===== src/rtl/substep_gen.sv =====
module substep_gen #(
  parameter int TICKS_PER_STEP = 1000,
  parameter int STEPS_PER_SEC  = 50,
  parameter int SEC_W          = 32,
  localparam int IDX_W   = $clog2(STEPS_PER_SEC),
  localparam int CNT_W   = $clog2(2 * TICKS_PER_STEP),
  localparam int DRIFT_W = CNT_W + 1
) (
  input  logic                      clk,
  input  logic                      rst_n,
  input  logic                      tick_en,
  input  logic                      sec_pulse,
  input  logic                      sec_load,
  input  logic [SEC_W-1:0]          sec_value,
  output logic                      step_pulse,
  output logic [IDX_W-1:0]          step_idx,
  output logic [SEC_W-1:0]          sec_count,
  output logic signed [DRIFT_W-1:0] drift
);

  localparam logic [IDX_W-1:0]   LAST_IDX = IDX_W'(STEPS_PER_SEC - 1);
  localparam logic [CNT_W-1:0]   STEP_END = CNT_W'(TICKS_PER_STEP - 1);
  localparam logic [CNT_W-1:0]   CNT_MAX  = CNT_W'(2 * TICKS_PER_STEP - 1);
  localparam logic [DRIFT_W-1:0] NOMINAL  = DRIFT_W'(TICKS_PER_STEP);

  logic             running;
  logic [CNT_W-1:0] cnt;

  wire at_last    = step_idx == LAST_IDX;
  wire local_fire = running && tick_en && !sec_pulse && !at_last && cnt == STEP_END;

  always_ff @(posedge clk) begin
    if (!rst_n) begin
      running    <= 1'b0;
      cnt        <= '0;
      step_idx   <= '0;
      step_pulse <= 1'b0;
      drift      <= '0;
    end else begin
      step_pulse <= sec_pulse || local_fire;
      if (sec_pulse) begin
        running  <= 1'b1;
        cnt      <= '0;
        step_idx <= '0;
        if (running) drift <= $signed(DRIFT_W'(cnt) - NOMINAL);
      end else if (running && tick_en) begin
        if (local_fire) begin
          cnt      <= '0;
          step_idx <= step_idx + 1'b1;
        end else if (cnt != CNT_MAX) begin
          cnt <= cnt + 1'b1;
        end
      end
    end
  end

  always_ff @(posedge clk) begin
    if (!rst_n)         sec_count <= '0;
    else if (sec_load)  sec_count <= sec_value;
    else if (sec_pulse) sec_count <= sec_count + 1'b1;
  end

  a_r2_restart: assert property (@(posedge clk) disable iff (!rst_n)
    sec_pulse |=> step_pulse && step_idx == '0);

  a_r3_idx_bound: assert property (@(posedge clk) disable iff (!rst_n)
    step_idx <= LAST_IDX);

  a_r4_hold_last: assert property (@(posedge clk) disable iff (!rst_n)
    at_last && !sec_pulse |=> !step_pulse && step_idx == LAST_IDX);

  a_r5_sec_inc: assert property (@(posedge clk) disable iff (!rst_n)
    sec_pulse && !sec_load |=> sec_count == $past(sec_count) + 1'b1);

  a_r6_load: assert property (@(posedge clk) disable iff (!rst_n)
    sec_load |=> sec_count == $past(sec_value));

  a_r7_drift_hold: assert property (@(posedge clk) disable iff (!rst_n)
    !sec_pulse |=> $stable(drift));

  a_r8_no_tick: assert property (@(posedge clk) disable iff (!rst_n)
    !tick_en && !sec_pulse |=> !step_pulse && $stable(step_idx));

  a_r1_idle: assert property (@(posedge clk) disable iff (!rst_n)
    !running && !sec_pulse |=> !step_pulse);

endmodule


===== config.mk =====
export PLATFORM = sky130hd
export DESIGN_NAME = substep_gen
export DESIGN_NICKNAME = d
export VERILOG_FILES = /design/src/rtl/substep_gen.sv
export SDC_FILE = /design/constraint.sdc
export NUM_CORES = 1
export LEC_CHECK = 0
export ABC_CLOCK_PERIOD_IN_PS = 4900
export BUFFER_PORTS_ARGS = -buffer_cell sky130_fd_sc_hd__buf_2
export CAP_MARGIN = 20
export CORE_MARGIN = 10
export CORE_UTILIZATION = 58
export DETAILED_ROUTE_END_ITERATION = 6
export HOLD_SLACK_MARGIN = 0.02
export PLACE_DENSITY = 0.95
export SLEW_MARGIN = 10
export SYNTH_ARGS = -nofsm -noshare
export SYNTH_HDL_FRONTEND = slang
export SYNTH_SLANG_ARGS = --single-unit
export TNS_END_PERCENT = 30

===== constraint.sdc =====
create_clock -name clk -period 4.9 [get_ports clk]
set_input_delay 0.49 -clock clk [delete_from_list [all_inputs] [get_ports clk]]
set_output_delay 0.49 -clock clk [all_outputs]
set_load 0.01 [all_outputs]

# Word-level counts from Yosys, hierarchy flattened
# Index checks and enable logic that the tools add are counted.
word_totals:
  in_bits: 37
  regBits: 63
  out_inout_bits: 51
  wordCells: 31
op_classes:
  n_eq_ne: 3
  n_addsub: 4
  bitwise: 1
  mux: 4
  n_reduce_logical: 13
op_table:
  columns: ["cell", "n"]
  rows:
  - ["$mux W32", 2]
  - ["$add A32 B1 Y32 const B", 1]
  - ["$mux W11", 2]
  - ["$sub A11 B10 Y12 const B", 1]
  - ["$add A11 B1 Y11 const B", 1]
  - ["$eq A11 B10 Y1 const B", 1]
  - ["$ne A11 B11 Y1 const B", 1]
  - ["$add A6 B1 Y6 const B", 1]
  - ["$eq A6 B6 Y1 const B", 1]
  - ["$reduce_and A2 Y1", 3]
  - ["$logic_and A1 B1 Y1", 4]
  - ["$reduce_bool A2 Y1", 2]
  - ["$logic_not A1 Y1", 2]
  - ["$reduce_or A2 Y1", 1]
  - ["$logic_or A1 B1 Y1", 1]
  - ["$not A1 Y1", 1]

# Depth between registers and ports, before layout
# Gate-level depths: netlist (run 1).
depth:
  word_depth: 6
  mapped_depth: 6
  ltp_nobuf: 5

# Worst setup path before layout (run 1)
# Ideal clock, no wire load.
synth_timing:
  path_kind: "reg2reg"
  from: "reg sec_count[0]"
  to: "reg sec_count[20]"
  arrival_ns: 1.783
  required_ns: 4.826
  path_slack_ns: 3.043
  stages_incl_launch_ff: 7
  path_cell_list: "dfxtp_1 ha_1 and2_1 buf_2 nand3_1 or4_1 a31oi_1"
synth_via:
  elab_chain_len: 3
synth_lines:
  columns: ["item", "line", "text"]
  rows:
  - ["from (decl)", "17", "output logic [SEC_W-1:0] sec_count,"]
  - ["from (signal assigned)", "59", "else if (sec_load) sec_count <= sec_value;"]
  - ["from (signal assigned)", "60", "else if (sec_pulse) sec_count <= sec_count + 1'b1;"]
  - ["$add A32 B1 Y32", "60", null]
  - ["$mux W32", "60", null]
  - ["$mux W32", "59", null]
# No other way between the ends. The select of a mux whose other input is x is not followed.
# A chain may end at the register's enable or synchronous reset.

# Worst setup path in the final report (run 1)
# Same ends and word-level chain as after synthesis.

==> reports/qor_table.md, run 1 <==
| Group | Metric | This run |
| --- | --- | --- |
| global routing | Number of global-route vias before repair | 3519 |
| worst setup path | Worst setup EP type | flip-flop |
| worst setup path | Endpoint arrival time on the critical path | 2.43 ns |
| clock network | Source-to-sink clock delay at the later pin of the worst-skew pair | 0.35 ns |
| placed design | Placed cell count | 575 |
| yosys | Distinct cells, synth | 55 |
| cells and area | Nets@finish | 555 |
| floorplanning | Die Height | 98.54 um |
| cells and area | Layout cells sized above 1 | 0.2282 |
| yosys | Number of enable flip-flop cells after synthesis | 0 |
| clock network | Hold-fix buffer count after cts | 0 |
| sta | RSZ-0062 raised after global routing | no |
| power | Proportion of power drawn by flip-flops and latches | 0.480 |
| sta | Fmax | 0.4663 GHz |
| yosys | Commonest cells in the netlist | dfxtp_1 (63), nand2_1 (46), o21ai_0 (33) |
| power | Cell internal pwr | 0.8573 mW |
| power | Portion of total power attributed to combinational logic | 0.117 |
| yosys | Total nets after synthesis | 482 |
| worst setup path | Classification of the worst setup path | reg -> reg |
| drt | Post-DR wirelength/cell | 17.87 um |
| drt | Average via count per standard cell | 6.408 |
| cells and area | Area growth from synthesis to final layout | 16.96% |
| yosys | Area share of the largest cell type after synthesis | 0.3526 |
| clock network | Number of sinks driven by the clock tree | 63 |
| power | Power Total | 1.184 mW |
| sta | Setup slack after layout | 2.755 ns |
| yosys | Synth area leader | dfxtp_1 |
| drt | Number of iterations in the first detailed-routing pass | 5 |
| floorplanning | Die width | 98.54 um |
| sta | Setup-violating endpoint count in the final report | 0 |
| yosys | Share of synthesized area occupied by flip-flops and latches | 0.3526 |
| drt | Final ANT Viol Nets | 0 |
| clock network | Root buf cell | clkbuf_8 |
| worst setup path | Critical path required time | 5.18 ns |
| floorplanning | Initial cell density of the core | 0.6006 |
| yosys | Cell types with the largest area share after synthesis | dfxtp_1 (35%), nand2_1 (4.8%), o21ai_0 (4.6%) |
| cells and area | Final non-filler cell area | 4184 um^2 |
| global routing | First-pass GRT wire length | 17210 um |
| outcome | Run status | complete, no violations |
| power | Leakage | 1.616 nW |
| worst setup path | Delay of the slowest cell on the worst path | 0.53 ns |
| yosys | Area of the mapped netlist | 3577 um^2 |
| drt | Drt first-iter violations | 292 |
| sta | Number of pins exceeding their max-slew limit in the final report | 0 |
| worst setup path | Slowest library cell on the worst path | or4_1 |
| yosys | Prevailing post-synth register cell | dfxtp_1 |
| sta | Setup TNS | 0 ns |
| sta | Max-slew headroom | 0.4926 |
| power | Sw Share | 0.2761 |
| global routing | Number of antenna violations at the first check in global routing | 0 |
| power | Psw | 0.3271 mW |
| sta | Final clock period utilization by the worst path | 0.4377 |
| placed design | Port Buf Inserts | 87 |
| sta | Clock tree skew after final layout | 0.008024 ns |
| placed design | Routability cong. | 0.9363 |
| clock network | Buffers from clock root to sink, at most | 2 |
| yosys | Mean post-synth cell area | 8.148 um^2 |
| yosys | Count leader, synth | dfxtp_1 |
| cells and area | Area taken by multi-input logic gates | 2121 um^2 |
| global routing | Maximum number of pins on one net before global-route repair | 46 |
| sta | Worst hold slack | 0.3677 ns |
| cells and area | Filler cell count in the final layout | 471 |
| power | Power density of the placed cells | 283.1 nW/um^2 |
| clock network | Setup Buffers After CTS | 0 |
| clock network | H-Tree Level Count | 3 |
| sta | Fin crit period | 2.145 ns |
| yosys | Warning count from the yosys run | 0 |
| global routing | GRT Overall Usage | 0.2076 |
| yosys | Fraction of synthesis flops using an asynchronous set or reset pin | 0 |
| clock network | CTS resizes | 0 |
| drt | Post-Route WL | 10600 um |
| clock network | CTS tree | built |
| clock network | Num CTS Buffers | 9 |
| worst hold path | Type of the worst min-delay path | in -> reg |
| worst setup path | Sort of element at the start of the critical path | flip-flop |
| worst setup path | Crit-path leading delay family | simple AND/OR/NAND/NOR gates |
| global routing | Total global routing overflow | 0 |
| cells and area | Combined flip-flop and latch cell area | 1261 um^2 |
| yosys | Number of synthesized register bits | 63 |
| worst setup path | Startpoint of the worst register-to-register path | sec_count[0] |
| cells and area | Final Instance Count excl. Fillers | 593 |
| floorplanning | Total core area | 5956 um^2 |
| worst setup path | Crit-path cells | ha_1 > and2_1 > nand3_1 > or4_1 > a31oi_1 |
| worst hold path | Hold Startpoint | sec_value[3] |
| placed design | Worst-case setup slack after placement | 2.088 ns |
| drt | Count of unresolved DRC violations after routing | 0 |
| flow run | MaxCap Viol Count | 0 |
| floorplanning | Area of the die | 9709 um^2 |
| clock network | Clock transition at the register clock pins on the worst setup and hold paths after CTS | 0.07 ns |
| floorplanning | Std-Cell Rows | 28 |
| sta | Final-report hold violation count | 0 |
| worst setup path | Number of buffer and inverter stages on the critical path | 0 |
| worst setup path | Critical path peak fanout | 9 |
| placed design | Detailed placement HPWL | 7457 um |
| worst setup path | Timing startpoint of the critical path | sec_count[0] |
| cells and area | Fraction of the core area covered by cells at the end of the flow | 0.7025 |
| power | Worst ir drop on vdd | 0.2369 mV |
| power | Clock share of power | 0.403 |
| yosys | Gate count after technology mapping | 439 |
| sta | Actual transition at the worst max-transition pin | 0.7561 ns |
| placed design | Area after DPL | 3945 um^2 |
| floorplanning | Number of I/O pins | 88 |
| drt | Vias post-DR | 3800 |
## final timing paths
kind / to / slack (ns) / cells past startpoint
setup reg to reg: sec_count[20] / 2.76 / 5
setup / recovery: sec_count[20] / 2.76 / 5
hold reg to reg: drift[5] / 0.45 / 2
hold / removal: sec_count[3] / 0.37 / 3
## kinds of logic after synthesis
logic type,share of synthesized area
AO/OA/AOI/OAI,0.1854
XOR/XNOR,0.04407
adder cells (fa/ha/maj),0.02099
buffers and inverters,0.05456
flip-flops,0.3526
multiplexers,0.01399
AND/OR/NAND/NOR,0.3284
## cells in the final DEF, fill, tap and decap left out, types with 2 or more instances in the layout
master,netlist,layout
o31ai_1,11,11
a32oi_1,3,3
or3b_2,3,3
a31oi_1,13,13
a311oi_1,3,3
a211oi_1,7,7
nor4_1,10,10
xnor2_1,11,11
o21ai_0,33,32
nand2b_1,5,5
a211o_1,2,2
and3_1,7,7
xor2_1,7,7
clkbuf_8,3,11
o311ai_0,3,3
nand3_1,22,22
or4_1,13,13
nor2_1,28,28
dfxtp_1,63,63
inv_1,6,6
nor2b_1,4,4
or3_1,12,12
and2_1,6,6
buf_2,6,87
nand2_1,46,46
a21oi_1,27,27
a41o_1,2,2
ha_1,6,6
nand3_2,3,3
mux2i_1,5,5
nand4_1,21,21
nor3_1,7,7
and4_1,6,6
clkinvlp_4,0,2
## layout make-up
| class | instances | share of cell area |
|---|---|---|
| tap | 75 | 0.02243 |
| timing repair buffer | 89 | 0.1124 |
| multi-input combinational | 342 | 0.5069 |
| clock inverter | 4 | 0.01286 |
| antenna | 1 | 0.0005981 |
| inverter | 7 | 0.006280 |
| sequential | 63 | 0.3014 |
| clock buffer | 12 | 0.03708 |
## sequential cells by signal, indices dropped and copies added, names as in the netlist
name        flops
sec_count      32
step_idx        6
drift          12
running         1
step_pulse      1
cnt            11
## power by group through the flow
stage / clock network (mW) / registers [mW] / logic, mW
5_1_grt: 0.500 / 0.572 / 0.152
3_5_place_dp: 0 / 0.578 / 0.134
2_1_floorplan: 0 / 0.583 / 0.0716
4_1_cts: 0.479 / 0.567 / 0.135
6_report: 0.478 / 0.568 / 0.139
3_3_place_gp: 0 / 0.576 / 0.129
## worst min-delay path, delay by kind of cell
family / cells / cell delay (ns)
AND/OR/NAND/NOR: 1 / 0.07
multiplexers: 1 / 0.05
buffers and inverters: 1 / 0.07
## metal layers
| metal | vias up | track usage | wire length [um] |
|---|---|---|---|
| li1 | 1799 | - | - |
| met1 | 1757 | 0.2412 | 4156 |
| met2 | 211 | 0.3333 | 4994 |
| met3 | 33 | 0.06983 | 1109 |
| met4 | 0 | 0.1047 | 337 |
| met5 | - | 0 | 0 |
Power figures use the tool's default switching activity.
==> inputs of run 2 (changes only) <==
--- a/config.mk
+++ b/config.mk
@@ -5,14 +5,15 @@
 export SDC_FILE = /design/constraint.sdc
 export NUM_CORES = 1
 export LEC_CHECK = 0
-export ABC_CLOCK_PERIOD_IN_PS = 4900
+export ABC_AREA = 1
+export ABC_CLOCK_PERIOD_IN_PS = 1910
 export BUFFER_PORTS_ARGS = -buffer_cell sky130_fd_sc_hd__buf_2
 export CAP_MARGIN = 20
 export CORE_MARGIN = 10
-export CORE_UTILIZATION = 58
+export CORE_UTILIZATION = 49
 export DETAILED_ROUTE_END_ITERATION = 6
 export HOLD_SLACK_MARGIN = 0.02
-export PLACE_DENSITY = 0.95
+export PLACE_DENSITY = 0.88
 export SLEW_MARGIN = 10
 export SYNTH_ARGS = -nofsm -noshare
 export SYNTH_HDL_FRONTEND = slang
==> constraint.sdc (replaced) <==
create_clock -name clk -period 1.91 [get_ports clk]
set_input_delay 0.191 -clock clk [delete_from_list [all_inputs] [get_ports clk]]
set_output_delay 0.191 -clock clk [all_outputs]
set_load 0.01 [all_outputs]
==> reports/qor_table.md, run 2 <==
| Group | Metric | This run | vs previous |
| --- | --- | --- | --- |
| drt | Vias post-DR | 4082 | was 3800 |
| worst hold path | Hold-critical path depth | 3 | unchanged |
| yosys | Total nets after synthesis | 606 | was 482 |
| cells and area | Fraction of the core area covered by cells at the end of the flow | 0.6076 | was 0.7025 |
| clock network | Hold-fix buffer count after cts | 0 | unchanged |
| global routing | Number of antenna violations at the first check in global routing | 0 | unchanged |
| floorplanning | Die width | 107.0 um | was 98.54 um |
| clock network | Root buf cell | clkbuf_8 | unchanged |
| yosys | Count leader, synth | nand2_1 | was dfxtp_1 |
| worst setup path | Sort of element at the start of the critical path | flip-flop | unchanged |
| placed design | Port Buf Inserts | 87 | unchanged |
| sta | Setup-violating endpoint count in the final report | 0 | unchanged |
| yosys | Warning count from the yosys run | 0 | unchanged |
| drt | Average via count per standard cell | 5.407 | was 6.408 |
| sta | Max-slew headroom | 0.7304 | was 0.4926 |
| power | Power density of the placed cells | 673.4 nW/um^2 | was 283.1 nW/um^2 |
| sta | Fin crit period | 1.662 ns | was 2.145 ns |
| placed design | Worst-case setup slack after placement | 0.3335 ns | was 2.088 ns |
| global routing | GRT Overall Usage | 0.1850 | was 0.2076 |
| floorplanning | Number of I/O pins | 88 | unchanged |
| yosys | Number of enable flip-flop cells after synthesis | 0 | unchanged |
| yosys | Share of synthesized area occupied by flip-flops and latches | 0.3403 | was 0.3526 |
| cells and area | Leading cell types in the layout, fill and taps excluded | nand2_1 (135), buf_2 (87), nor2_1 (66) | was buf_2 (87), dfxtp_1 (63), nand2_1 (46) |
| cells and area | Most common cell after layout, fill and taps aside | nand2_1 | was buf_2 |
| worst setup path | Startpoint of the worst register-to-register path | sec_count[0] | unchanged |
| yosys | Area of the mapped netlist | 3706 um^2 | was 3577 um^2 |
| drt | Drt first-iter violations | 217 | was 292 |
| worst setup path | WP depth | 8 | was 5 |
| cells and area | Area growth from synthesis to final layout | 19.55% | was 16.96% |
| global routing | Maximum number of pins on one net before global-route repair | 34 | was 46 |
| worst setup path | Delay of the slowest cell on the worst path | 0.40 ns | was 0.53 ns |
| sta | Clock tree skew after final layout | 0.01078 ns | was 0.008024 ns |
| floorplanning | Area of the die | 11440 um^2 | was 9709 um^2 |
| clock network | Number of sinks driven by the clock tree | 63 | unchanged |
| placed design | Detailed placement HPWL | 8054 um | was 7457 um |
| worst setup path | Slowest library cell on the worst path | dfxtp_1 | was or4_1 |
| floorplanning | Die Height | 107.0 um | was 98.54 um |
| worst hold path | Type of the worst min-delay path | in -> reg | unchanged |
| sta | Actual transition at the worst max-transition pin | 0.4002 ns | was 0.7561 ns |
| global routing | Total global routing overflow | 0 | unchanged |
| cells and area | Final Instance Count excl. Fillers | 755 | was 593 |
| power | Cell internal pwr | 2.125 mW | was 0.8573 mW |
| power | Portion of total power attributed to combinational logic | 0.117 | about the same |
| cells and area | Layout cells sized above 1 | 0.2210 | was 0.2282 |
| yosys | Commonest cells in the netlist | nand2_1 (135), nor2_1 (67), dfxtp_1 (63) | was dfxtp_1 (63), nand2_1 (46), o21ai_0 (33) |
| sta | Final-report hold violation count | 0 | unchanged |
| clock network | Buffers from clock root to sink, at most | 2 | unchanged |
| cells and area | Register with the most flip-flops | sec_count | unchanged |
| outcome | Run status | complete, no violations | unchanged |
| yosys | Mean post-synth cell area | 6.583 um^2 | was 8.148 um^2 |
| clock network | H-Tree Level Count | 3 | unchanged |
| flow run | MaxCap Viol Count | 0 | unchanged |
| power | Power Total | 2.983 mW | was 1.184 mW |
| drt | Post-Route WL | 10780 um | was 10600 um |
| global routing | Number of global-route vias before repair | 3878 | was 3519 |
| worst setup path | Classification of the worst setup path | reg -> reg | unchanged |
| worst setup path | Crit-path cells | ha_1 > nand2_1 > nor2_1 > nand2_2 > nor2_2 > or2_2 > nand3_1 > a21oi_1 | was ha_1 > and2_1 > nand3_1 > or4_1 > a31oi_1 |
| drt | Number of iterations in the first detailed-routing pass | 6 | was 5 |
| floorplanning | Total core area | 7292 um^2 | was 5956 um^2 |
| yosys | Gate count after technology mapping | 563 | was 439 |
| power | Leakage | 1.906 nW | was 1.616 nW |
| sta | Final clock period utilization by the worst path | 0.8702 | was 0.4377 |
| placed design | Routability cong. | 0.9837 | was 0.9363 |
| drt | Post-DR wirelength/cell | 14.28 um | was 17.87 um |
| sta | RSZ-0062 raised after global routing | no | unchanged |
| clock network | CTS resizes | 0 | unchanged |
| power | Sw Share | 0.2877 | was 0.2761 |
| sta | Setup slack after layout | 0.2479 ns | was 2.755 ns |
| power | Clock share of power | 0.399 | was 0.403 |
| sta | Fmax | 0.6017 GHz | was 0.4663 GHz |
| cells and area | Diodes inserted | 0 | was 1 |
| yosys | Number of synthesized register bits | 63 | unchanged |
| worst setup path | Crit-path leading delay family | simple AND/OR/NAND/NOR gates | unchanged |
| worst setup path | Critical path required time | 2.18 ns | was 5.18 ns |
| yosys | Cell types with the largest area share after synthesis | dfxtp_1 (34%), nand2_1 (14%), nor2_1 (6.8%) | was dfxtp_1 (35%), nand2_1 (4.8%), o21ai_0 (4.6%) |
| cells and area | Number of flip-flops in the largest register | 32 | unchanged |
| worst setup path | Critical path peak fanout | 5 | was 9 |
| drt | Final ANT Viol Nets | 0 | unchanged |
| worst setup path | Endpoint arrival time on the critical path | 1.93 ns | was 2.43 ns |
| sta | Setup TNS | 0 ns | unchanged |
| clock network | Num CTS Buffers | 9 | unchanged |
| worst hold path | Hold Startpoint | sec_value[6] | was sec_value[3] |
| yosys | Fraction of synthesis flops using an asynchronous set or reset pin | 0 | unchanged |
| power | Proportion of power drawn by flip-flops and latches | 0.484 | was 0.480 |
| global routing | First-pass GRT wire length | 17880 um | was 17210 um |
| cells and area | Largest registers | sec_count: 32 flops, drift: 12 flops, cnt: 11 flops | unchanged |
| power | Psw | 0.8584 mW | was 0.3271 mW |
| clock network | CTS tree | built | unchanged |
| cells and area | Nets@finish | 694 | was 555 |
| yosys | Synth area leader | dfxtp_1 | unchanged |
| power | Worst ir drop on vdd | 0.3633 mV | was 0.2369 mV |
| clock network | Setup Buffers After CTS | 0 | unchanged |
| worst setup path | Cells on worst reg2reg path | 8 | was 5 |
| yosys | Distinct cells, synth | 32 | was 55 |
| placed design | Placed cell count | 739 | was 575 |
| yosys | Prevailing post-synth register cell | dfxtp_1 | unchanged |
| clock network | Source-to-sink clock delay at the later pin of the worst-skew pair | 0.35 ns | about the same |
| worst setup path | Timing startpoint of the critical path | sec_count[0] | unchanged |
| worst setup path | Worst setup EP type | flip-flop | unchanged |
| worst setup path | Number of buffer and inverter stages on the critical path | 0 | unchanged |
| floorplanning | Initial cell density of the core | 0.5082 | was 0.6006 |
| sta | Number of pins exceeding their max-slew limit in the final report | 0 | unchanged |
| floorplanning | Std-Cell Rows | 31 | was 28 |
| yosys | Area share of the largest cell type after synthesis | 0.3403 | was 0.3526 |
| clock network | Clock transition at the register clock pins on the worst setup and hold paths after CTS | 0.08 ns | was 0.07 ns |
| drt | Count of unresolved DRC violations after routing | 0 | unchanged |
-- run 2: changes by cell type after synthesis, moves of 12 or more --
cell	delta
nand3_1	+28
nand2_1	+89
or3_1	-12
a22oi_1	+23
inv_1	+49
or4_1	-13
nand4_1	-17
nor2_1	+39
a21oi_1	+21
-- run 2: tightest hold or removal path: cells and delay by family --
| family | cells | cell delay (ns) |
|---|---|---|
| AO/OA/AOI/OAI | 1 | 0.07 |
| AND/OR/NAND/NOR | 1 | 0.06 |
| buffers and inverters | 1 | 0.10 |
-- run 2: power by group through the flow --
stage	clock, mW	sequential (mW)	combinational (mW)
after global placement	0	1.47	0.339
after floorplan	0	1.48	0.179
after detailed placement	0	1.47	0.347
after global routing	1.27	1.45	0.388
final	1.19	1.45	0.349
after CTS	1.21	1.44	0.349
-- run 2: metal layers --
metal | vias up | share of wire | GRT usage
li1 | 2014 | - | -
met1 | 1816 | 0.39 | 0.2079
met2 | 210 | 0.48 | 0.3178
met3 | 42 | 0.10 | 0.06048
met4 | 0 | 0.028 | 0.07060
met5 | - | 0 | 0
-- run 2: cell families (layout without fill, tap and decap cells) --
logic type / Yosys count / in the layout / share of synthesized area
and+or+nand+nor: 293 / 293 / 0.3511
AOI/OAI and AO/OA: 105 / 105 / 0.1607
buffers and inverters: 78 / 171 / 0.08508
DFF: 63 / 63 / 0.3403
xor gates and xnor gates: 18 / 18 / 0.04254
adders and majority gates: 6 / 6 / 0.02026
-- run 2: final cells by class --
cell class | instances | area [um^2]
Inverter | 62 | 235.2
Fill cell | 678 | 2861
Clock buffer | 10 | 127.6
Multi-Input combinational cell | 422 | 2132
Tap cell | 99 | 123.9
Sequential cell | 63 | 1261
Timing Repair Buffer | 93 | 480.5
Clock inverter | 6 | 70.07
-- run 2: stage by stage --
| step | cell area (um^2) | hold WS [ns] |
|---|---|---|
| 3_5_place_dp | 4233 | 0.4782 |
| 5_1_grt | 4431 | 0.1270 |
| 2_1_floorplan | 3706 | 0.3294 |
| 3_3_place_gp | 4233 | 0.4564 |
| 6_report | 4431 | 0.1242 |
| 4_1_cts | 4431 | 0.1112 |
-- run 2: final timing paths --
kind,end,slack [ns]
setup reg to reg,sec_count[16],0.25
setup / recovery,sec_count[16],0.25
hold / removal,sec_count[6],0.12
hold reg to reg,drift[11],0.49
